**src/rtl/nstg_pkg.sv**
```systemverilog
package nstg_pkg;
  localparam int FW = 8;
  localparam int TW = 4 * FW;

  localparam logic [7:0] OFS_CMD = 8'h00;
  localparam logic [7:0] OFS_ADR = 8'h04;
  localparam logic [7:0] OFS_DAT = 8'h08;

  typedef enum logic [2:0] {
    PH_IDLE, PH_SETUP, PH_STROBE, PH_RECOV, PH_EXTEND
  } phase_e;

  typedef enum logic [1:0] {K_CMD, K_ADR, K_DAT} kind_e;

  // slot 0 is the most significant byte of a timing word
  function automatic logic [FW-1:0] field_of(input logic [TW-1:0] w,
                                             input logic [1:0] slot);
    return w[TW-1-FW*slot -: FW];
  endfunction

  // a zero count still occupies one cycle
  function automatic logic [FW-1:0] ticks(input logic [FW-1:0] n);
    return (n == '0) ? FW'(1) : n;
  endfunction

  function automatic logic [FW-1:0] max_f(input logic [FW-1:0] a,
                                          input logic [FW-1:0] b);
    return (a > b) ? a : b;
  endfunction

  function automatic logic [FW-1:0] gap_f(input logic [FW-1:0] cyc,
                                          input logic [FW-1:0] pw);
    return (cyc > pw) ? FW'(cyc - pw) : '0;
  endfunction
endpackage

```
**src/rtl/nstg_rb_sync.sv**
```systemverilog
module nstg_rb_sync #(
  parameter int STAGES = 2
) (
  input  logic clk,
  input  logic rst_n,
  input  logic d,
  output logic q
);
  logic [STAGES-1:0] pipe_q;

  always_ff @(posedge clk or negedge rst_n) begin
    if (!rst_n) pipe_q <= '0;
    else        pipe_q <= {pipe_q[STAGES-2:0], d};
  end

  assign q = pipe_q[STAGES-1];
endmodule

```
**src/rtl/nstg_phase_ctr.sv**
```systemverilog
module nstg_phase_ctr #(
  parameter int W = 8
) (
  input  logic         clk,
  input  logic         rst_n,
  input  logic         load,
  input  logic [W-1:0] load_val,
  output logic [W-1:0] remain,
  output logic         expired
);
  always_ff @(posedge clk or negedge rst_n) begin
    if (!rst_n)              remain <= '0;
    else if (load)           remain <= load_val;
    else if (remain != '0)   remain <= remain - W'(1);
  end

  assign expired = (remain == '0);
endmodule

```
**src/rtl/nstg_req_decode.sv**
```systemverilog
module nstg_req_decode
  import nstg_pkg::*;
#(
  parameter int CS_W     = 2,
  parameter int WIN_BITS = 8
) (
  input  logic                     valid,
  input  logic                     is_read,
  input  logic [CS_W+WIN_BITS-1:0] addr,
  output logic                     ok,
  output logic [CS_W-1:0]          cs,
  output kind_e                    kind
);
  logic [WIN_BITS-1:0] ofs;

  always_comb begin
    ofs  = addr[WIN_BITS-1:0];
    cs   = addr[CS_W+WIN_BITS-1:WIN_BITS];
    kind = K_DAT;
    ok   = 1'b0;
    if (ofs == WIN_BITS'(OFS_CMD)) begin
      kind = K_CMD;
      ok   = valid && !is_read;
    end else if (ofs == WIN_BITS'(OFS_ADR)) begin
      kind = K_ADR;
      ok   = valid && !is_read;
    end else if (ofs == WIN_BITS'(OFS_DAT)) begin
      kind = K_DAT;
      ok   = valid;
    end
  end
endmodule

```
**src/rtl/nand_strobe_gen.sv**
```systemverilog
module nand_strobe_gen
  import nstg_pkg::*;
#(
  parameter int CS_N     = 4,
  parameter int WIN_BITS = 8,
  parameter int DATA_W   = 8,
  localparam int CS_W    = $clog2(CS_N),
  localparam int ADDR_W  = CS_W + WIN_BITS
) (
  input  logic              clk,
  input  logic              rst_n,
  input  logic              req_valid,
  input  logic              req_read,
  input  logic [ADDR_W-1:0] req_addr,
  input  logic [DATA_W-1:0] req_wdata,
  input  logic [TW-1:0]     wr_timing,
  input  logic [TW-1:0]     rd_timing,
  output logic              busy,
  output logic              rd_valid,
  output logic [DATA_W-1:0] rd_data,
  output logic              flash_ready,
  output logic [CS_N-1:0]   nand_ce_n,
  output logic              nand_cle,
  output logic              nand_ale,
  output logic              nand_we_n,
  output logic              nand_re_n,
  output logic [DATA_W-1:0] nand_dq_out,
  output logic              nand_dq_oe,
  input  logic [DATA_W-1:0] nand_dq_in,
  input  logic              nand_rb_n
);
  phase_e            phase_q;
  logic [CS_W-1:0]   cs_q;
  kind_e             kind_q;
  logic              rd_q;
  logic [DATA_W-1:0] wdata_q;
  logic [TW-1:0]     wr_t_q, rd_t_q;

  logic              req_ok;
  logic [CS_W-1:0]   req_cs;
  kind_e             req_kind;

  // named internal events for the checker
  logic              accept, phase_done, sample_now;

  logic              ctr_load, ctr_expired;
  logic [FW-1:0]     ctr_val, ctr_remain;
  logic [FW-1:0]     setup_len, strobe_len, recov_len, ext_len, acc_len;

  nstg_req_decode #(.CS_W(CS_W), .WIN_BITS(WIN_BITS)) dec_i (
    .valid(req_valid), .is_read(req_read), .addr(req_addr),
    .ok(req_ok), .cs(req_cs), .kind(req_kind)
  );

  nstg_phase_ctr #(.W(FW)) ctr_i (
    .clk(clk), .rst_n(rst_n), .load(ctr_load), .load_val(ctr_val),
    .remain(ctr_remain), .expired(ctr_expired)
  );

  nstg_rb_sync #(.STAGES(2)) sync_i (
    .clk(clk), .rst_n(rst_n), .d(nand_rb_n), .q(flash_ready)
  );

  // phase lengths; setup uses the live word, the rest the captured ones
  always_comb begin
    setup_len = ticks(field_of(wr_timing, 2'd0));
    acc_len   = ticks(field_of(rd_t_q, 2'd0));
    if (rd_q) begin
      strobe_len = max_f(ticks(field_of(rd_t_q, 2'd2)), acc_len);
      recov_len  = ticks(field_of(rd_t_q, 2'd1));
      ext_len    = ticks(field_of(rd_t_q, 2'd3));
    end else begin
      strobe_len = ticks(field_of(wr_t_q, 2'd3));
      recov_len  = ticks(gap_f(field_of(wr_t_q, 2'd2), field_of(wr_t_q, 2'd3)));
      ext_len    = ticks(field_of(wr_t_q, 2'd1));
    end
  end

  assign accept     = req_ok && (phase_q == PH_IDLE);
  assign phase_done = (phase_q != PH_IDLE) && ctr_expired;
  assign sample_now = (phase_q == PH_STROBE) && rd_q &&
                      (ctr_remain == FW'(strobe_len - acc_len));

  always_comb begin
    ctr_load = 1'b0;
    ctr_val  = '0;
    if (accept) begin
      ctr_load = 1'b1;
      ctr_val  = FW'(setup_len - FW'(1));
    end else if (phase_done) begin
      unique case (phase_q)
        PH_SETUP:  begin ctr_load = 1'b1; ctr_val = FW'(strobe_len - FW'(1)); end
        PH_STROBE: begin ctr_load = 1'b1; ctr_val = FW'(recov_len - FW'(1));  end
        PH_RECOV:  begin ctr_load = 1'b1; ctr_val = FW'(ext_len - FW'(1));    end
        default:   ctr_load = 1'b0;
      endcase
    end
  end

  always_ff @(posedge clk or negedge rst_n) begin
    if (!rst_n) begin
      phase_q <= PH_IDLE;
      cs_q    <= '0;
      kind_q  <= K_DAT;
      rd_q    <= 1'b0;
      wdata_q <= '0;
      wr_t_q  <= '0;
      rd_t_q  <= '0;
    end else if (accept) begin
      phase_q <= PH_SETUP;
      cs_q    <= req_cs;
      kind_q  <= req_kind;
      rd_q    <= req_read;
      wdata_q <= req_wdata;
      wr_t_q  <= wr_timing;
      rd_t_q  <= rd_timing;
    end else if (phase_done) begin
      unique case (phase_q)
        PH_SETUP:  phase_q <= PH_STROBE;
        PH_STROBE: phase_q <= PH_RECOV;
        PH_RECOV:  phase_q <= PH_EXTEND;
        default:   phase_q <= PH_IDLE;
      endcase
    end
  end

  always_ff @(posedge clk or negedge rst_n) begin
    if (!rst_n) begin
      rd_valid <= 1'b0;
      rd_data  <= '0;
    end else begin
      rd_valid <= sample_now;
      if (sample_now) rd_data <= nand_dq_in;
    end
  end

  logic pins_on, strobe_on;
  assign pins_on   = (phase_q == PH_SETUP) || (phase_q == PH_STROBE) ||
                     (phase_q == PH_RECOV);
  assign strobe_on = (phase_q == PH_STROBE);

  for (genvar g = 0; g < CS_N; g++) begin : g_ce
    assign nand_ce_n[g] = !(pins_on && (cs_q == CS_W'(g)));
  end

  assign busy        = (phase_q != PH_IDLE);
  assign nand_cle    = pins_on && (kind_q == K_CMD);
  assign nand_ale    = pins_on && (kind_q == K_ADR);
  assign nand_we_n   = !(strobe_on && !rd_q);
  assign nand_re_n   = !(strobe_on && rd_q);
  assign nand_dq_oe  = pins_on && !rd_q;
  assign nand_dq_out = wdata_q;
endmodule

```
**config.mk**
```make
export PLATFORM = sky130hd
export DESIGN_NAME = nand_strobe_gen
export DESIGN_NICKNAME = d
export VERILOG_FILES = /design/src/rtl/nstg_pkg.sv /design/src/rtl/nstg_rb_sync.sv /design/src/rtl/nstg_phase_ctr.sv /design/src/rtl/nstg_req_decode.sv /design/src/rtl/nand_strobe_gen.sv
export SDC_FILE = /design/constraint.sdc
export NUM_CORES = 1
export LEC_CHECK = 0
export BUFFER_PORTS_ARGS = -buffer_cell sky130_fd_sc_hd__buf_2
export CORE_MARGIN = 5
export CORE_UTILIZATION = 35
export CTS_CLUSTER_SIZE = 10
export DETAILED_ROUTE_END_ITERATION = 8
export GPL_TIMING_DRIVEN = 1
export SLEW_MARGIN = 0
export SYNTH_ARGS = -nofsm -noshare
export SYNTH_HDL_FRONTEND = slang
export SYNTH_SLANG_ARGS = --single-unit
```
**constraint.sdc**
```tcl
create_clock -name clk -period 5.32 [get_ports clk]
set_clock_uncertainty 0.1 [all_clocks]
set_input_delay 0.798 -clock clk [delete_from_list [all_inputs] [get_ports clk]]
set_output_delay 0.798 -clock clk [all_outputs]
set_load 0.02 [all_outputs]
```
==> After elaboration in Yosys (flattened, before gate mapping) <==
Cells that the tools add are included.
{ "classes": {"add_sub_neg": 7, "n_lt_le_gt_ge": 2, "n_eq_ne": 10, "muxes": 29, "reduce_logical": 41} }
{ "op_table": {"columns": ["op", "n"], "rows": [
  ["2-to-1 mux 8 bit", 17],
  ["logical NOT 8 bit", 10],
  ["subtractor 8 x 1 -> 8 bit, second input constant", 5],
  ["one-hot mux 8 bit (3 select lines)", 1],
  ["greater-than comparator 8 bit", 2],
  ["subtractor 8 bit", 2],
  ["logical AND 1 bit", 13],
  ["one-hot mux 3 bit (3 select lines)", 1],
  ["equality test 8 x 3 -> 1 bit, second input constant", 1],
  ["equality test 8 x 4 -> 1 bit, second input constant", 1],
  ["equality test 8 bit", 1],
  ["logical NOT 1 bit", 8],
  ["nonzero test 8 bit", 1],
  ["equality test 3 x 2 -> 1 bit, second input constant", 2],
  ["2-to-1 mux 1 bit", 6],
  ["2-to-1 mux 3 bit", 2],
  ["equality test 2 x 1 -> 1 bit, second input constant", 2],
  ["equality test 2 bit, second input constant", 2],
  ["logical NOT 2 bit", 2],
  ["2-to-1 mux 2 bit", 2],
  ["nonzero test 2 bit", 2],
  ["equality test 3 x 1 -> 1 bit, second input constant", 1],
  ["logical NOT 3 bit", 1],
  ["nonzero test 3 bit", 1],
  ["other kinds (2)", 3]
]} }
{ "word_totals": {"ff_bits": 91, "out_inout_bits": 28, "wordCells": 100} }

==> Depth between registers and ports, before layout <==
Gate-level depths: netlist of the first run.
{ "logic_depth": {"word_depth": 10, "depth_mapped": 21, "mapped_depth_nobuf": 21} }

==> Cells and area by module <==
Synthesis of the first run repeated with hierarchy kept, for this count alone.
{ "hier_totals": {"hier_cells": 681, "area_unflattened_um2": 5685.5} }
{ "by_module_without_submodules": {"columns": ["mod", "instances", "cells_each", "area_per_inst_um2", "seq_area_each_um2"], "rows": [
  ["nand_strobe_gen", 1, 616, 5084.9, 2028.2],
  ["nstg_phase_ctr", 1, 54, 476.7, 200.2],
  ["nstg_req_decode", 1, 9, 73.8, 0.0],
  ["nstg_rb_sync", 1, 2, 50.0, 50.0]
]} }

==> Least setup slack after synthesis of the first run <==
OpenSTA, ideal clock, no wires.
{ "synth_path": {"path_kind": "reg-to-reg", "start": "register rd_t_q[31]", "end": "register rd_data[0]", "setup_time_ns": 0.125, "t_arrival_ns": 4.080, "t_required_ns": 5.095, "slack_ns": 1.015, "path_stages_with_launch": 22, "synth_period_minus_slack_ns": 4.305, "cell_sequence": "dfrtp_1 -> nor4_1 -> a41o_1 -> ha_1 -> and4_1 -> nor2_1 -> a21bo_2 -> nand2_1 -> nand2_1 -> nand3_1 -> o21ai_0 -> inv_1 -> ha_1 -> nor2b_1 -> o21ai_1 -> nand2b_1 -> a21o_1 -> a21o_1 -> a31oi_1 -> xnor2_1 -> nor4_4 -> mux2_2"} }
{ "synth_via": {"elab_chain_len": 8} }
{ "synth_lines": {"columns": ["element", "line_no", "rtl"], "rows": [
  ["from (decl)", "nand_strobe_gen.sv:37", "logic [TW-1:0] wr_t_q, rd_t_q;"],
  ["from (signal assigned)", "nand_strobe_gen.sv:116", "rd_t_q <= rd_timing;"],
  ["logical NOT 8 bit", "nstg_pkg.sv:23", "return (n == '0) ? FW'(1) : n;"],
  ["2-to-1 mux 8 bit *", "nstg_pkg.sv:23", null],
  ["greater-than comparator 8 bit", "nstg_pkg.sv:28", "return (a > b) ? a : b;"],
  ["2-to-1 mux 8 bit", "nstg_pkg.sv:28", null],
  ["2-to-1 mux 8 bit", "nand_strobe_gen.sv:68", "if (rd_q) begin"],
  ["subtractor 8 bit *", "nand_strobe_gen.sv:82", "(ctr_remain == FW'(strobe_len - acc_len));"],
  ["equality test 8 bit *", "nand_strobe_gen.sv:82", null],
  ["logical AND 1 bit *", "nand_strobe_gen.sv:81", "assign sample_now = (phase_q == PH_STROBE) && rd_q &&"],
  ["to (signal assigned)", "nand_strobe_gen.sv:133", "if (sample_now) rd_data <= nand_dq_in;"],
  ["to (decl)", "nand_strobe_gen.sv:20", "output logic [DATA_W-1:0] rd_data,"]
]} }
Every way passes the cells marked *; elsewhere a longest branch is shown, timed or not.
A chain may end at the register's enable or synchronous reset.

==> Worst setup path in the final report of the first run <==
{ "layout_path": {"start": "register rd_t_q[31]", "end": "register rd_data[7]"} }
The elaborated chain is that of the path after synthesis.

==> results of run 1 <==
## report_power, final
| group | switching [mW] | internal (mW) |
|---|---|---|
| Clock | 0.298 | 0.373 |
| Sequential | 0.00152 | 0.694 |
| Combinational | 0.0372 | 0.0342 |
## state kept, by name (all words and copies together), names as in the netlist
register       cells
rd_t_q            32
ctr_i.remain       8
phase_q            3
kind_q             2
nand_dq_out        8
wr_t_q            24
cs_q               2
sync_i.pipe_q      2
rd_q               1
rd_valid           1
rd_data            8
## worst max-delay path: cells and delay by family (launching register included)
| family | cells | cell delay, ns |
|---|---|---|
| AND/OR/NAND/NOR | 7 | 2.04 |
| multiplexers | 1 | 0.40 |
| XOR/XNOR | 1 | 0.15 |
| AO/OA/AOI/OAI | 3 | 0.87 |
| flip-flops | 1 | 0.44 |
| adder cells (fa/ha/maj) | 3 | 0.88 |
## cell usage in the layout, fill, tap and decap left out, types with 4 or more instances in the layout
cell type,instances
nand2b_1,4
xor2_1,17
clkbuf_16,9
or3_1,4
nor3_1,17
a22oi_1,4
nand4_1,5
a31oi_1,8
nor2b_1,5
buf_4,5
nor4_1,14
xnor2_1,17
nor2_1,28
inv_1,29
a211oi_1,8
dfrtp_1,90
nand3_1,12
buf_2,121
a21o_1,4
nand2_1,38
o21ai_0,36
ha_1,26
o211ai_1,5
a21oi_1,28
or2_2,4
mux2_2,67
## kinds of logic after synthesis
| logic type | after synthesis | synth area share |
|---|---|---|
| simple gates | 148 | 0.143 |
| flops | 91 | 0.413 |
| mux | 69 | 0.141 |
| buf+inv | 56 | 0.0402 |
| fa+ha+maj | 28 | 0.0663 |
| compound gates | 122 | 0.143 |
| xor+xnor | 34 | 0.0540 |
## final timing paths
path	startpoint	to
max	rd_t_q[31]	rd_data[7]
min	sync_i.pipe_q[0]	sync_i.pipe_q[1]
max reg2reg	rd_t_q[31]	rd_data[7]
min reg2reg	sync_i.pipe_q[0]	sync_i.pipe_q[1]
max in group asynchronous	rst_n	wr_t_q[11]
min in group asynchronous	rst_n	rd_t_q[27]
## metal layers
metal  up-vias  share of wire  wire [µm]  track usage
li1       2217              -          -            -
met1      2210           0.44       6470        0.213
met2       116           0.50       7380        0.276
met3         9          0.050        742       0.0416
met4         0         0.0069        102       0.0308
met5         -              0          0            0
## cell type report
type | instances | area, µm²
Sequential cell | 91 | 2280
Tap cell | 211 | 264
Clock inverter | 7 | 82.6
Clock buffer | 9 | 225
Fill cell | 1582 | 8690
Timing Repair Buffer | 126 | 643
Inverter | 30 | 113
Multi-Input combinational cell | 401 | 3020
==> impl_metrics.csv, run 1 <==
group,metric,value,unit
clock_network,post-cts-setup-buffers,0,
job,max_cap_violations,0,
grt,grt_max_degree,55,
floorplanning,start_util,0.360,
timing,rsz0062_at_grt,"no",
grt,antenna_found_initial,0,
yosys,ys_seq_area_frac,0.413,
placed_design,hpwl,11600,µm
yosys,ys_top_cells_by_area,"dfrtp_1 (41%), mux2_2 (14%), ha_1 (5.9%)",
yosys,netlist.area_leader.share,0.409,
worst_setup_path,path_class,"reg2reg",
clock_network,hold_buffers,0,
clock_network,cts_root_buffer,"clkbuf_16",
clock_network,cts_tree,"yes",
clock_network,cts_resized,0,
power_and_ir_drop,p_per_area,217,mW/mm²
floorplanning,die_y,135,µm
final_layout,postLayoutCoreUtil,0.433,
yosys,synth_cells,548,
timing,fin_ws,0.317,ns
yosys,synth_most_common_cell,"dfrtp_1",
clock_network,clk_pin_slew,0.07,ns
worst_setup_path,crit_path_end_kind,"register",
timing,final-max-slew-violation-count,0,
yosys,ys_seq_elements,91,
worst_setup_path,cp.arrival,5.14,ns
hold_path,hp-class,"reg2reg",
timing,slew-limit-headroom,0.584,
placed_design,place_area,0.00632,mm²
floorplanning,fp-row-count,45,
detailed_routing,drt_iter0_markers,221,
timing,fin_crit,5.00,ns
clock_network,clk_path_buf_depth,2,
detailed_routing,wl_per_cell,16.8,µm
timing,tightest_slew,0.625,ns
placed_design,finalWeightedCongestion,0.883,
timing,hold_viol,0,
floorplanning,ioPinCount,123,
yosys,synth_edf_count,0,
timing,fin_setup_tns,0,ns
yosys,ys_warn_count,0,
placed_design,place_ws,0.505,ns
grt,grt_pass1_vias,4635,
worst_setup_path,path_cells,"nor4_1 > a41o_1 > ha_1 > and4_1 > nor2_1 > a21bo_2 > nor4bb_1 > a311o_1 > ha_1 > fa_1 > xnor2_1 > nor4_1 > nand3_1 > nor4_4 > mux2_2",
timing,fmax,200,MHz
yosys,synth_common_cells,"dfrtp_1 (90), mux2_2 (67), nand2_1 (38)",
timing,fin_crit_sh,0.940,
floorplanning,fp.dieW,135,µm
detailed_routing,drc,0,
detailed_routing,antenna_left,0,
clock_network,cts_max_level,3,
final_layout,stdcell_count,875,
yosys,synth.cell_area,0.00551,mm²
worst_setup_path,required,5.46,ns
grt,grt_usage,0.163,
hold_path,hold_depth,0,
power_and_ir_drop,p_leak,3.24,nW
worst_setup_path,cpMaxStageDelayCell,"nor4_4",
yosys,synthArstFlopShare,1.00,
placed_design,dpl.cell_count,859,
final_layout,final_cell_area,0.00662,mm²
worst_setup_path,r2r.worst_path.cells,15,
worst_setup_path,slowest_delay,0.57,ns
status,status,"completed",
floorplanning,die_area,0.0184,mm²
yosys,synth_cell_types,60,
yosys,synth_top_cell_by_area,"dfrtp_1",
placed_design,numPortBuffers,122,
detailed_routing,vias,4552,
yosys,synthesis.nets,671,
worst_setup_path,path_max_fanout,8,
timing,setup_viol,0,
floorplanning,coreArea,0.0153,mm²
worst_setup_path,start_kind,"register",
clock_network,cts_inserted_buffers,9,
power_and_ir_drop,peakVddDrop,0.000204,V
grt,grt_pass1_wl,23800,µm
detailed_routing,wl,14700,µm
clock_network,clock_sinks,91,
clock_network,clk_latency,0.36,ns
detailed_routing,first_pass_iters,4,
yosys,synth-main-ff-cell,"dfrtp_1",
power_and_ir_drop,power,1.44,mW
worst_setup_path,reg2reg_setup_slack,0.32,ns
final_layout,n_antenna_cell,0,
timing,whs,0.250,ns
detailed_routing,viasPerCell,5.20,
final_layout,area.growth.synth_to_final,20.2,%
grt,grt-ovfl-total,0,
final_layout,nets,782,
final_layout,drive_gt1_frac,0.342,
yosys,avgSynthCellArea,10.1,µm²
No activity file was read; power rests on OpenSTA's default activity.
==> run 2: changes to the inputs <==
--- a/config.mk
+++ b/config.mk
@@ -6,7 +6,6 @@
 export NUM_CORES = 1
 export LEC_CHECK = 0
 export BUFFER_PORTS_ARGS = -buffer_cell sky130_fd_sc_hd__buf_2
-export CORE_MARGIN = 5
 export CORE_UTILIZATION = 35
 export CTS_CLUSTER_SIZE = 10
 export DETAILED_ROUTE_END_ITERATION = 8
==> run 2 against run 1 <==
- routed wire length is 5.8% lower
- die area is 11% lower
- count of clock-buffer cells in the layout stayed put
- via count is 0.26% higher
- sequential share of layout area is 0.098 points higher
- total power is 5.6% lower
- hold slack better by 0.0044 ns
==> impl_metrics.csv, run 2 (synthesis results as in run 1) <==
group,metric,value,unit
status,status,"completed",
floorplanning,ioPinCount,123,
grt,grt.met2_usage,0.299,
power_and_ir_drop,p_per_area,206,mW/mm²
placed_design,dpl.cell_count,859,
power_and_ir_drop,power,1.36,mW
detailed_routing,drt_iter0_markers,260,
hold_path,hp-class,"reg2reg",
floorplanning,coreArea,0.0153,mm²
worst_setup_path,crit-reg2reg-capture,"rd_data[4]",
final_layout,final_cell_mix,"buf_2 (121), dfrtp_1 (90), mux2_2 (67), nand2_1 (38), o21ai_0 (36)",
clock_network,cts_inserted_buffers,9,
timing,fin_crit_sh,0.907,
floorplanning,die_y,127,µm
grt,grt_util_met3,0.0490,
grt,grt-ovfl-total,0,
placed_design,numPortBuffers,122,
final_layout,n_antenna_cell,0,
worst_setup_path,path_class,"reg2reg",
clock_network,cts_resized,0,
detailed_routing,first_pass_iters,4,
grt,busiest_layer,"met2",
worst_setup_path,reg2reg_setup_slack,0.49,ns
detailed_routing,antenna_left,0,
worst_setup_path,cp_top_family,"simple AND/OR/NAND/NOR gates",
worst_setup_path,slowest_delay,0.43,ns
timing,slew-limit-headroom,0.389,
final_layout,area.growth.synth_to_final,19.9,%
clock_network,clock_sinks,91,
final_layout,largest_reg_flops,32,
clock_network,cts_tree,"yes",
detailed_routing,drc,0,
grt,use_met1,0.220,
detailed_routing,wl_per_cell,15.8,µm
worst_setup_path,cpMaxStageDelayCell,"dfrtp_1",
floorplanning,fp.dieW,127,µm
job,max_cap_violations,0,
final_layout,layout_commonest_cell,"buf_2",
worst_setup_path,r2r_start,"rd_t_q[31]",
timing,fmax,207,MHz
worst_setup_path,cp_num_buf_inv,1,
worst_setup_path,path_cells,"nor4_1 > a41o_1 > ha_1 > and4_1 > nor2_1 > a21bo_2 > nor4bb_1 > a311o_1 > ha_1 > fa_1 > xnor2_1 > nor4_1 > nand3_1 > nor4_4 > buf_4 > mux2_2",
placed_design,finalWeightedCongestion,0.894,
timing,whs,0.255,ns
floorplanning,fp-row-count,45,
timing,final-max-slew-violation-count,0,
placed_design,hpwl,10700,µm
final_layout,nets,783,
hold_path,hold_depth,0,
clock_network,cts_root_buffer,"clkbuf_16",
worst_setup_path,path_max_fanout,8,
detailed_routing,wl,13800,µm
clock_network,cts_max_level,3,
timing,setup_viol,0,
final_layout,largestRegisters,"rd_t_q (32), wr_t_q (24)",
final_layout,drive_gt1_frac,0.342,
grt,grt_max_degree,49,
power_and_ir_drop,peakVddDrop,0.000176,V
clock_network,clk_path_buf_depth,2,
grt,grt_usage,0.176,
worst_setup_path,cp.arrival,4.96,ns
final_layout,stdcell_count,875,
detailed_routing,vias,4564,
final_layout,postLayoutCoreUtil,0.433,
worst_setup_path,crit_path_end_kind,"register",
timing,fin_setup_tns,0,ns
hold_path,min_to,"sync_i.pipe_q[1]",
clock_network,clk_latency,0.35,ns
worst_setup_path,start_kind,"register",
timing,hold_viol,0,
grt,grt_pass1_vias,4531,
grt,antenna_found_initial,0,
timing,tightest_slew,0.915,ns
hold_path,hp-start,"sync_i.pipe_q[0]",
detailed_routing,viasPerCell,5.22,
timing,fin_crit,4.83,ns
power_and_ir_drop,p_leak,3.23,nW
worst_setup_path,path_depth,16,
worst_setup_path,r2r.worst_path.cells,16,
final_layout,regMostFlops,"rd_t_q",
clock_network,clk_pin_slew,0.07,ns
grt,grt_pass1_wl,22200,µm
timing,rsz0062_at_grt,"no",
floorplanning,start_util,0.361,
worst_setup_path,required,5.45,ns
floorplanning,die_area,0.0162,mm²
[run 2: changes by cell type in the layout (fill, tap and decap cells not counted)]
cell,previous run,this run
buf_12,0,1
inv_6,3,0
inv_8,1,0
clkinv_4,0,1
clkinvlp_4,2,4
bufinv_16,1,0
clkinv_2,0,1
[run 2: final cells by class]
cell class / count / area, µm²
fillers: 1537 / 8650
clock inverters: 6 / 43.8
well taps: 211 / 264
inverters: 30 / 113
repair buffers: 127 / 663
multi-input cells: 401 / 3020
clock buffers: 9 / 225
flip-flops and latches: 91 / 2280
[run 2: metrics by stage]
| stage | area, µm² | worst slack [ns] |
|---|---|---|
| after global routing | 6610 | 0.163 |
| final | 6610 | 0.494 |
| after global placement | 6330 | 0.651 |
| after floorplan | 5510 | 1.01 |
| after CTS | 6600 | 0.386 |
| after detailed placement | 6330 | 0.422 |
[run 2: worst max-delay path by stage]
stage            endpoint  slack, ns        from
6_report       rd_data[4]       0.49  rd_t_q[31]
5_1_grt        rd_data[4]       0.16  rd_t_q[31]
4_1_cts        rd_data[4]       0.39  rd_t_q[28]
3_5_place_dp   rd_data[4]       0.42  rd_t_q[31]
3_3_place_gp   rd_data[1]       0.65  rd_t_q[31]
2_1_floorplan  rd_data[0]       1.01  rd_t_q[31]
[run 2: routing by layer]
metal	vias up	part of all wire
met4	0	0.014
met5	-	0
met1	2211	0.44
met3	13	0.061
met2	134	0.49
li1	2206	-
[run 2: worst reg2reg max path, cell delays in order (launching register included)]
cell and delay (ns):
dfrtp_1 0.43, nor4_1 0.33, a41o_1 0.29, ha_1 0.25, and4_1 0.22, nor2_1 0.09
a21bo_2 0.27, nor4bb_1 0.16, a311o_1 0.33, ha_1 0.22, fa_1 0.42, xnor2_1 0.15
nor4_1 0.40, nand3_1 0.21, nor4_4 0.29, buf_4 0.20, mux2_2 0.35
[run 2: where the power goes]
| part | total [mW] | switching [mW] | internal [mW] |
|---|---|---|---|
| logic | 0.0713 | 0.0372 | 0.0342 |
| registers | 0.696 | 0.00166 | 0.694 |
| clock network | 0.591 | 0.277 | 0.314 |
[run 2: timing repair]
action,in CTS,in global routing
endpoints found under the setup margin,0,8
hold buffers,0,0
setup buffers,0,1
==> run 3: changes to the inputs <==
--- a/config.mk
+++ b/config.mk
@@ -5,7 +5,7 @@
 export SDC_FILE = /design/constraint.sdc
 export NUM_CORES = 1
 export LEC_CHECK = 0
-export BUFFER_PORTS_ARGS = -buffer_cell sky130_fd_sc_hd__buf_2
+export BUFFER_PORTS_ARGS = -buffer_cell sky130_fd_sc_hd__buf_4
 export CORE_UTILIZATION = 35
 export CTS_CLUSTER_SIZE = 10
 export DETAILED_ROUTE_END_ITERATION = 8
==> run 3 against run 2 <==
- sequential cell count unchanged
- utilization up 2.1 points
- fmax down 0.28%
- worst setup slack worse by 0.014 ns
- largest cell class unchanged
- largest power group unchanged
==> impl_metrics.csv, run 3 (synthesis results as in run 1) <==
group,metric,value,unit
final_layout,largestRegisters,"rd_t_q (32), wr_t_q (24)",
floorplanning,fp.dieW,127,µm
placed_design,finalWeightedCongestion,0.887,
final_layout,drive_gt1_frac,0.340,
detailed_routing,vias,4571,
worst_setup_path,path_class,"reg2reg",
clock_network,cts_tree,"yes",
power_and_ir_drop,p_per_area,209,mW/mm²
final_layout,regMostFlops,"rd_t_q",
placed_design,place_area,0.00662,mm²
worst_setup_path,r2r.worst_path.cells,18,
detailed_routing,antenna_left,0,
detailed_routing,first_pass_iters,5,
hold_path,hold_depth,0,
final_layout,nets,782,
placed_design,numPortBuffers,122,
timing,hold_viol,0,
timing,fin_crit_sh,0.910,
timing,fmax,207,MHz
detailed_routing,top_layer,"met4",
clock_network,cts_resized,0,
status,status,"completed",
grt,grt_pass1_vias,4486,
grt,antenna_found_initial,0,
worst_setup_path,required,5.46,ns
timing,tightest_slew,0.749,ns
detailed_routing,wl_met3,679,µm
timing,fin_crit,4.84,ns
timing,slew-limit-headroom,0.500,
floorplanning,start_util,0.361,
final_layout,final_cell_area,0.00692,mm²
clock_network,clk_path_buf_depth,2,
worst_setup_path,path_max_fanout,8,
worst_setup_path,r2r_start,"rd_t_q[31]",
detailed_routing,drt_iter0_markers,291,
placed_design,place_ws,0.474,ns
clock_network,clk_pin_slew,0.07,ns
power_and_ir_drop,peakVddDrop,0.000144,V
timing,fin_ws,0.480,ns
floorplanning,coreArea,0.0153,mm²
final_layout,largest_reg_flops,32,
worst_setup_path,cp.arrival,4.98,ns
grt,grt_pass1_wl,22400,µm
detailed_routing,met2_length,6860,µm
hold_path,hp-class,"reg2reg",
hold_path,min_to,"sync_i.pipe_q[1]",
hold_path,hp-start,"sync_i.pipe_q[0]",
detailed_routing,viasPerCell,5.22,
timing,final-max-slew-violation-count,0,
clock_network,hold_buffers,0,
worst_setup_path,crit-reg2reg-capture,"rd_data[7]",
final_layout,final_cell_mix,"buf_4 (126), dfrtp_1 (90), mux2_2 (67), nand2_1 (38), o21ai_0 (36)",
floorplanning,die_area,0.0162,mm²
final_layout,layout_commonest_cell,"buf_4",
clock_network,post-cts-setup-buffers,0,
worst_setup_path,crit_path_end_kind,"register",
final_layout,area.growth.synth_to_final,25.7,%
floorplanning,ioPinCount,123,
power_and_ir_drop,p_leak,3.33,nW
clock_network,cts_inserted_buffers,9,
timing,fin_setup_tns,0,ns
floorplanning,die_y,127,µm
grt,grt-ovfl-total,0,
detailed_routing,drc,0,
clock_network,clk_latency,0.35,ns
detailed_routing,wl_per_cell,16.1,µm
floorplanning,fp-row-count,45,
timing,setup_viol,0,
worst_setup_path,start_kind,"register",
worst_setup_path,reg2reg_setup_slack,0.48,ns
final_layout,n_antenna_cell,0,
clock_network,cts_root_buffer,"clkbuf_16",
job,max_cap_violations,0,
clock_network,clock_sinks,91,
clock_network,cts_max_level,3,
placed_design,hpwl,10900,µm
detailed_routing,wl_met1,6290,µm
grt,grt_max_degree,51,
grt,grt_usage,0.178,
timing,rsz0062_at_grt,"no",
detailed_routing,wl,14100,µm
## run 3: changes by cell type in the layout (fill, tap and decap cells not counted), sizes merged
| cell | before | now |
|---|---|---|
| buf | 127 | 126 |
| clkbuf | 9 | 11 |
| bufinv | 0 | 1 |
| clkinvlp | 4 | 2 |
## run 3: power breakdown
group | total, mW | switching (mW) | internal, mW
Clock | 0.660 | 0.281 | 0.379
Combinational | 0.0911 | 0.0377 | 0.0534
Sequential | 0.696 | 0.00156 | 0.694
## run 3: per-stage QoR
stage	util	std cells	hold slack, ns	power (mW)
5_1_grt	0.454	875	0.258	1.50
4_1_cts	0.454	875	0.252	1.47
3_5_place_dp	0.434	859	0.238	0.801
6_report	0.454	875	0.252	1.45
2_1_floorplan	-	548	0.231	0.725
3_3_place_gp	0.434	859	0.237	0.799
## run 3: worst max-delay path by stage
stage                           from          to  slack (ns)  depth (start not counted)
final                     rd_t_q[31]  rd_data[7]        0.48                         18
after global routing      rd_t_q[31]  rd_data[7]       0.007                         21
after CTS                 rd_t_q[31]  rd_data[7]        0.46                         21
after detailed placement  rd_t_q[31]  rd_data[7]        0.47                         21
after global placement    rd_t_q[31]  rd_data[1]        0.66                         21
after floorplan           rd_t_q[31]  rd_data[0]        1.01                         21
## run 3: final cells by class
type	instances	area, µm²
well taps	211	264
inverters	30	113
clock buffers	11	243
repair buffers	126	946
flip-flops and latches	91	2280
clock inverters	5	62.6
multi-input cells	401	3020
fillers	1494	8330
## run 3: routing by layer
layer  track usage  up-vias
met5             0        -
met2         0.299      135
li1              -     2209
met3        0.0289       19
met4        0.0721        0
met1         0.229     2208
## run 3: critical path: stages, from the launching register on
cell and delay (ns):
dfrtp_1 0.44, nor4_1 0.33, a41o_1 0.29, ha_1 0.25, and4_1 0.22, nor2_1 0.08, a21bo_2 0.27, nor4bb_1 0.15
a311o_1 0.32, ha_1 0.23, fa_1 0.43, nor2b_1 0.12, o21ai_0 0.08, nand2b_1 0.12, a21o_1 0.12, a21oi_1 0.08
xnor2_1 0.18, nor4_4 0.51, mux2_2 0.40
